$ cat src/rtl/pit_pkg.sv
package pit_pkg;
    localparam int unsigned TICK_W   = 5;
    localparam int unsigned MAX_TICK = 16;
    localparam int unsigned IVL_W    = 8;
    localparam int unsigned OUT_W    = 4;

    typedef logic [TICK_W-1:0] tick_t;
    typedef logic [IVL_W-1:0]  ivl_t;
    typedef logic [OUT_W-1:0]  out_t;

    typedef struct packed {
        ivl_t ivl;
        out_t out;
    } cnt_state_t;

    function automatic int unsigned acc_width(input int unsigned thresh);
        return $clog2(thresh + MAX_TICK + 1);
    endfunction
endpackage

$ cat src/rtl/pit_prescale.sv
module pit_prescale
    import pit_pkg::*;
#(
    parameter int unsigned THRESH = 128
) (
    input  logic  clk,
    input  logic  rst,
    input  logic  tick_vld,
    input  tick_t tick_cnt,
    output logic  div_line
);
    localparam int unsigned ACC_W = acc_width(THRESH);
    localparam logic [ACC_W-1:0] THR = ACC_W'(THRESH);

    logic [ACC_W-1:0] acc_q;
    logic [ACC_W-1:0] sum;
    logic             wrap;

    always_comb begin
        sum  = acc_q + ACC_W'(tick_cnt);
        wrap = tick_vld && (sum >= THR);
    end

    always_ff @(posedge clk) begin
        if (rst) begin
            acc_q    <= '0;
            div_line <= 1'b0;
        end else if (tick_vld) begin
            if (wrap) begin
                acc_q    <= sum - THR;
                div_line <= ~div_line;
            end else begin
                acc_q <= sum;
            end
        end
    end

    // the remainder always stays below the threshold
    a_r2_acc_below_thresh: assert property (@(posedge clk) disable iff (rst)
        acc_q < THR);

    // the divided line holds on idle cycles
    a_r3_line_holds_idle: assert property (@(posedge clk) disable iff (rst)
        !tick_vld |=> $stable(div_line));
endmodule

$ cat src/rtl/pit_edge.sv
module pit_edge (
    input  logic clk,
    input  logic rst,
    input  logic div_line,
    input  logic glb_en,
    input  logic glb_dis,
    output logic fall
);
    logic eff;
    logic line_q;

    always_comb begin
        eff  = div_line & glb_en & ~glb_dis;
        fall = line_q & ~eff;
    end

    always_ff @(posedge clk) begin
        if (rst) line_q <= 1'b0;
        else     line_q <= eff;
    end

    // a closed gate never reports the line as high on the next cycle
    a_r4_gate_closed_low: assert property (@(posedge clk) disable iff (rst)
        (!glb_en || glb_dis) |=> !line_q);

    // a falling edge implies the line was seen high on the previous cycle
    a_r5_fall_needs_high: assert property (@(posedge clk) disable iff (rst)
        fall |-> $past(eff));
endmodule

$ cat src/rtl/pit_interval.sv
module pit_interval
    import pit_pkg::*;
(
    input  logic clk,
    input  logic rst,
    input  logic fall,
    input  logic ch_en,
    input  ivl_t target,
    input  logic rd_stb,
    output out_t out_cnt,
    output out_t rd_data
);
    cnt_state_t st_q, st_n;
    logic       en_q;
    logic       en_rise;
    logic       inc;
    ivl_t       ivl_inc;

    always_comb begin
        en_rise = ch_en & ~en_q;
        ivl_inc = st_q.ivl + 1'b1;
        inc     = 1'b0;
        st_n    = st_q;
        if (en_rise) begin
            st_n = '0;
        end else begin
            if (fall && ch_en) begin
                if (ivl_inc == target) begin
                    st_n.ivl = '0;
                    inc      = 1'b1;
                end else begin
                    st_n.ivl = ivl_inc;
                end
            end
            if (rd_stb)   st_n.out = inc ? out_t'(1) : '0;
            else if (inc) st_n.out = st_q.out + 1'b1;
        end
    end

    always_ff @(posedge clk) begin
        if (rst) begin
            st_q <= '0;
            en_q <= 1'b0;
        end else begin
            st_q <= st_n;
            en_q <= ch_en;
        end
    end

    assign out_cnt = st_q.out;
    assign rd_data = rd_stb ? st_q.out : '0;

    // without an enabled edge the interval counter holds
    a_r6_hold_without_edge: assert property (@(posedge clk) disable iff (rst)
        (!(fall && ch_en) && !en_rise) |=> $stable(st_q.ivl));

    // the output counter moves by at most one step unless cleared
    a_r9_step_or_wrap: assert property (@(posedge clk) disable iff (rst)
        (!rd_stb && !en_rise) |=> (st_q.out == $past(st_q.out)) ||
                                   (st_q.out == $past(st_q.out) + 1'b1));

    // a read leaves at most the coincident increment
    a_r10_read_clears: assert property (@(posedge clk) disable iff (rst)
        rd_stb |=> st_q.out <= out_t'(1));

    // an enable rising edge clears both counters
    a_r11_rise_clears: assert property (@(posedge clk) disable iff (rst)
        en_rise |=> (st_q.ivl == '0) && (st_q.out == '0));
endmodule

$ cat src/rtl/prescaled_interval_timer.sv
module prescaled_interval_timer
    import pit_pkg::*;
#(
    parameter int unsigned THRESH = 128
) (
    input  logic       clk,
    input  logic       rst,
    input  logic       tick_vld,
    input  logic [4:0] tick_cnt,
    input  logic       glb_en,
    input  logic       glb_dis,
    input  logic       ch_en,
    input  logic [7:0] target,
    input  logic       rd_stb,
    output logic [3:0] out_cnt,
    output logic [3:0] rd_data
);
    logic div_line;
    logic fall;

    pit_prescale #(.THRESH(THRESH)) u_pre (
        .clk      (clk),
        .rst      (rst),
        .tick_vld (tick_vld),
        .tick_cnt (tick_cnt),
        .div_line (div_line)
    );

    pit_edge u_edge (
        .clk      (clk),
        .rst      (rst),
        .div_line (div_line),
        .glb_en   (glb_en),
        .glb_dis  (glb_dis),
        .fall     (fall)
    );

    pit_interval u_ivl (
        .clk     (clk),
        .rst     (rst),
        .fall    (fall),
        .ch_en   (ch_en),
        .target  (target),
        .rd_stb  (rd_stb),
        .out_cnt (out_cnt),
        .rd_data (rd_data)
    );
endmodule

$ cat config.mk
export PLATFORM = sky130hd
export DESIGN_NAME = prescaled_interval_timer
export DESIGN_NICKNAME = d
export VERILOG_FILES = /design/src/rtl/pit_pkg.sv /design/src/rtl/pit_prescale.sv /design/src/rtl/pit_edge.sv /design/src/rtl/pit_interval.sv /design/src/rtl/prescaled_interval_timer.sv
export SDC_FILE = /design/constraint.sdc
export NUM_CORES = 1
export LEC_CHECK = 0
export ABC_CLOCK_PERIOD_IN_PS = 3000
export CAP_MARGIN = 20
export CORE_MARGIN = 10
export CORE_UTILIZATION = 30
export DETAILED_ROUTE_END_ITERATION = 10
export DONT_BUFFER_PORTS = 1
export PLACE_DENSITY = 0.4
export SYNTH_ARGS = -nofsm -noshare
export SYNTH_HDL_FRONTEND = slang
export SYNTH_HIERARCHICAL = 1
export SYNTH_SLANG_ARGS = --single-unit
export TNS_END_PERCENT = 20
$ cat constraint.sdc
create_clock -name clk -period 3 [get_ports clk]
set_clock_uncertainty 0.15 [all_clocks]
set_input_delay 0.6 -clock clk [delete_from_list [all_inputs] [get_ports clk]]
set_output_delay 0.6 -clock clk [all_outputs]
set_load 0.01 [all_outputs]
# Yosys cells after proc, flatten, opt, wreduce, memory -nomap -nowiden
# Index checks and enable logic that the tools add are counted.
[classes]
n_addsub = 4
magnitude_cmp = 1
eq_ne = 1
mux = 9
n_bitwise = 8
n_reduce_logical = 5
[op_table]
columns = ["cell", "count"]
rows = [
  ["2-to-1 mux 8 bit", 2],
  ["2-to-1 mux 4 bit", 3],
  ["adder 8 x 1 -> 8 bit, second input constant", 1],
  ["adder 8 x 5 -> 8 bit", 1],
  ["== test 8 bit", 1],
  [">= comparator 8 bit, second input constant", 1],
  ["subtractor 8 bit, second input constant", 1],
  ["adder 4 x 1 -> 4 bit, second input constant", 1],
  ["AND 1 bit", 4],
  ["2-to-1 mux 1 bit", 4],
  ["NOT 1 bit", 4],
  ["logical AND 1 bit", 2],
  ["AND reduction 2 bit", 1],
  ["nonzero test 2 bit", 1],
  ["OR reduction 2 bit", 1],
]
[totals]
regBits = 23
output_inout_bits = 8

# Longest topological paths before layout
[depth]
ltp_word = 9
mapped_depth = 8
ltp_nobuf = 7

# By module
# Netlist, hierarchy kept.
[modules_own_cells]
columns = ["module", "instances", "cells_per_inst", "area_per_inst_um2", "seq_area_each_um2"]
rows = [
  ["pit_interval", 1, 113, 877.1, 260.2],
  ["pit_prescale", 1, 57, 556.8, 180.2],
  ["pit_edge", 1, 4, 37.5, 20.0],
]

# Worst setup path after synthesis
# Ideal clock, no wire load.
[synth_timing]
path_kind = "input to register"
startpoint = "input port tick_cnt[0]"
endpoint = "register u_pre.acc_q[6]"
setup_time_ns = 0.121
t_arrival_ns = 2.165
t_required_ns = 2.729
slack_ns = 0.565
cell_stages = 7
n_path_buf = 0
cell_sequence = "ha_1 > fa_1 > a21o_2 > a21oi_1 > nor2b_1 > o211ai_1 > mux2_2"
[synth_via]
elab_chain_cells = 4
[synth_lines]
columns = ["element", "line_no", "rtl"]
rows = [
  ["start: declaration", "prescaled_interval_timer.sv:9", "input logic [4:0] tick_cnt,"],
  ["adder 8 x 5 -> 8 bit (*)", "pit_prescale.sv:20", "sum = acc_q + ACC_W'(tick_cnt);"],
  [">= comparator 8 bit", "pit_prescale.sv:21", "wrap = tick_vld && (sum >= THR);"],
  ["logical AND 1 bit", "pit_prescale.sv:21", ""],
  ["2-to-1 mux 8 bit (*)", "pit_prescale.sv:29", "if (wrap) begin"],
  ["end signal: assignment", "pit_prescale.sv:30", "acc_q <= sum - THR;"],
  ["end signal: assignment", "pit_prescale.sv:33", "acc_q <= sum;"],
  ["end: declaration", "pit_prescale.sv:15", "logic [ACC_W-1:0] acc_q;"],
]
# Mark *: on every way between the ends. The rest lies on a longest branch, timed or not.
# A chain may end at the register's enable or synchronous reset.

# Worst setup path in the final report
[layout_timing]
startpoint = "register u_ivl/st_q[6] in the netlist's numbering"
endpoint = "register u_ivl.st_q, in the netlist u_ivl/out_cnt[3]"
[layout_via]
elab_chain_cells = 6
[layout_lines]
columns = ["element", "line_no", "rtl"]
rows = [
  ["start: declaration", "pit_interval.sv:13", "cnt_state_t st_q, st_n;"],
  ["start signal: assignment", "pit_interval.sv:45", "st_q <= st_n;"],
  ["adder 8 x 1 -> 8 bit", "pit_interval.sv:21", "ivl_inc = st_q.ivl + 1'b1;"],
  ["== test 8 bit", "pit_interval.sv:28", "if (ivl_inc == target) begin"],
  ["2-to-1 mux 1 bit", "pit_interval.sv:28", ""],
  ["2-to-1 mux 1 bit", "pit_interval.sv:27", "if (fall && ch_en) begin"],
  ["2-to-1 mux 1 bit", "pit_interval.sv:24", "if (en_rise) begin"],
  ["nonzero test 2 bit (no source line)", "--", ""],
]
# No other way between the ends. The select of a mux whose other input is x is not followed.

==> flow_summary.toml <==
[outcome]
status = "finished clean"

[timing]
max_freq_mhz = 382
worst_pin_slew_ns = 0.546
fin_tns_setup_ns = 0
fin_crit_sh_pct = 87.3
rsz0062_at_grt = "no"
drv_slew = 0
setup_viol = 0
finalHoldViolations = 0
max-slew-margin-rel_pct = 63.5
worst_slack_ns = 0.381
fin_crit_ns = 2.62

[power]
leakage_nw = 0.548
power_density_mw_per_mm2 = 389
irDropWorstVdd_v = 0.000164

[yosys]
synth.most_common_cell = "dfxtp_1"
synth_seq_cells = 23
yosys_most_used_dff = "dfxtp_1"
async_flop_share_pct = 0
synth_cell_types = 46
yosys.area.top_type_share_pct = 31.3
syn_area_mm2 = 0.00147
synth_area_leaders = "dfxtp_1, ha_1, xnor2_1"
synth.avg_cell_area_um2 = 8.46
synth_top_area_cell = "dfxtp_1"
ys_seq_area_share_pct = 31.3
synth_edf_count = 0
synth_cells = 174
syn_nets = 202
ys.warnings.count = 6
synthTopCellsByCount = "dfxtp_1, nand2_1, nor2_1"

[finish]
drive_above_1_share_pct = 7.69
fillers = 524
seq_area_um2 = 460
nets = 198
final_area_mm2 = 0.00154
synthToLayoutAreaGrowth_pct = 4.93
num_antenna_cells = 0
multiInputGateArea_um2 = 923

[setup_path]
r2r_slack_ns = 0.38
endpoint_kind = "register"
path_cells = "nand3_2 -> or3_1 -> xnor2_1 -> a2111o_1 -> or4_1 -> a21boi_1"
endpoint = "u_ivl/out_cnt[3]"
arrival_ns = 2.68
path_delay_family = "simple AND/OR/NAND/NOR gates"
crit_required_ns = 3.06
path_buf_inv = 0
crit_slowest_cell = "or4_1"
crit_start = "u_ivl/st_q[6]"
crit_cells = 6
r2r-start = "u_ivl/st_q[6]"
slowest_delay_ns = 0.50
worstSetupPathType = "reg2reg"
reg2reg_to = "u_ivl/out_cnt[3]"
start_kind = "register"
rr_worst_depth = 6
crit_fanout = 9

[floorplan]
die_w_um = 90.0
start_util_pct = 31.2
fp.dieArea_mm2 = 0.00811
die_y_um = 90.0
io_pins = 28
row_count = 25
coreArea_mm2 = 0.00472

[drt]
wirelength_mm = 3.10
ant_nets = 0
firstDrtPassIters = 4
drc = 0
vias = 1138
vias_per_cell = 4.82
drt-initial-drc-count = 24
detail_route.wl_per_cell_um = 13.1

[placed_design]
dp_slack_ns = 0.391
dp.final_hpwl_mm = 2.41
gp_congestion = 0.757
port_buffers = 0
postPlaceCellArea_mm2 = 0.00150

[clock_network]
root_buffer = "clkbuf_8"
post_cts_resized = 0
cts_max_path_buffers = 2
postCtsSetupBuffers = 0
clk_pin_slew_ns = 0.09
cts_buffers = 3
hold_buffers = 0
cts.sinks = 23
cts_tree = "built"
worstSkewPairLatency_ns = 0.27
h-tree-depth = 1

[run]
max_cap_viol_count = 0

[hold_path]
holdCritPathClass = "in2reg"

[grt]
grt_max_degree = 18
grt_usage_pct = 7.91
grt_pass1_wl_mm = 5.46
grt_overflow_total = 0
antenna_found_initial = 0
first_global_vias = 1127
[final cells by class]
cell class	count	share of cell area (%)
clock buffers	3	2.67
repair buffers	2	0.972
multi-input cells	136	59.8
inverters	4	0.972
clock inverters	1	0.324
flip-flops and latches	23	29.8
well taps	67	5.43
[registers in the layout, indices dropped and copies added, names as in the netlist]
name,flops
u_edge/line_q,1
u_pre/div_line,1
u_ivl/en_q,1
u_pre/acc_q,8
u_ivl/st_q,8
u_ivl/out_cnt,4
[cells in the final DEF, fill, tap and decap left out, drive strengths merged, types with 5 or more instances in the layout]
| cell type | count |
|---|---|
| o21ai | 10 |
| ha | 7 |
| dfxtp | 23 |
| and2 | 9 |
| nand3 | 5 |
| nor3 | 5 |
| nor2 | 14 |
| a21oi | 9 |
| nand2 | 14 |
| mux2i | 5 |
| nor2b | 6 |
| xor2 | 5 |
| xnor2 | 9 |
[worst reg2reg max path: stages (launching register included)]
cell      delay [ns]
dfxtp_1         0.47
nand3_2         0.21
or3_1           0.46
xnor2_1         0.15
a2111o_1        0.49
or4_1           0.50
a21boi_1        0.14
[per-stage QoR]
stage	power (W)	util [%]	hold slack [ns]	std cells
floorplan	0.000402	-	0.309	174
global placement	0.000409	31.7	0.320	232
detailed placement	0.000409	31.7	0.325	232
CTS	0.000614	32.7	0.232	236
global route	0.000644	32.7	0.218	236
finish	0.000601	32.7	0.242	236
[logic make-up (layout without fill, tap and decap cells)]
group,count (synthesis),count (layout),share of synthesized area [%]
muxes,8,8,5.70
xor gates and xnor gates,14,14,8.33
DFF,23,23,31.3
and+or+nand+nor,68,68,24.7
adders and majority gates,8,8,7.31
buffers and inverters,15,10,5.95
AOI/OAI and AO/OA,38,38,16.7
[layer usage]
metal / global-route usage [%] / wire, um
met2: 12.9 / 1480
met3: 2.66 / 164
met5: 0 / 0
met4: 2.79 / 24
met1: 9.45 / 1440
[worst min path at each step]
stage | endpoint | cells past startpoint | from | slack [ns]
finish | u_pre/acc_q[7] | 1 | tick_vld | 0.24
global route | u_ivl/en_q | 1 | rst | 0.22
global placement | u_pre/acc_q[7] | 1 | u_pre/acc_q[7] | 0.32
CTS | u_ivl/en_q | 1 | rst | 0.23
detailed placement | u_pre/acc_q[7] | 1 | u_pre/acc_q[7] | 0.32
floorplan | u_edge/line_q | 2 | u_pre/div_line | 0.31
[report_power, final]
group | switching (W) | internal, W | total, W | leakage (nW)
sequential | 0.00000632 | 0.000315 | 0.000322 | 0.187
combinational | 0.0000382 | 0.0000417 | 0.0000799 | 0.336
clock | 0.000106 | 0.0000928 | 0.000199 | 0.0255
total | 0.000151 | 0.000450 | 0.000601 | 0.548
Power figures use the tool's default switching activity.
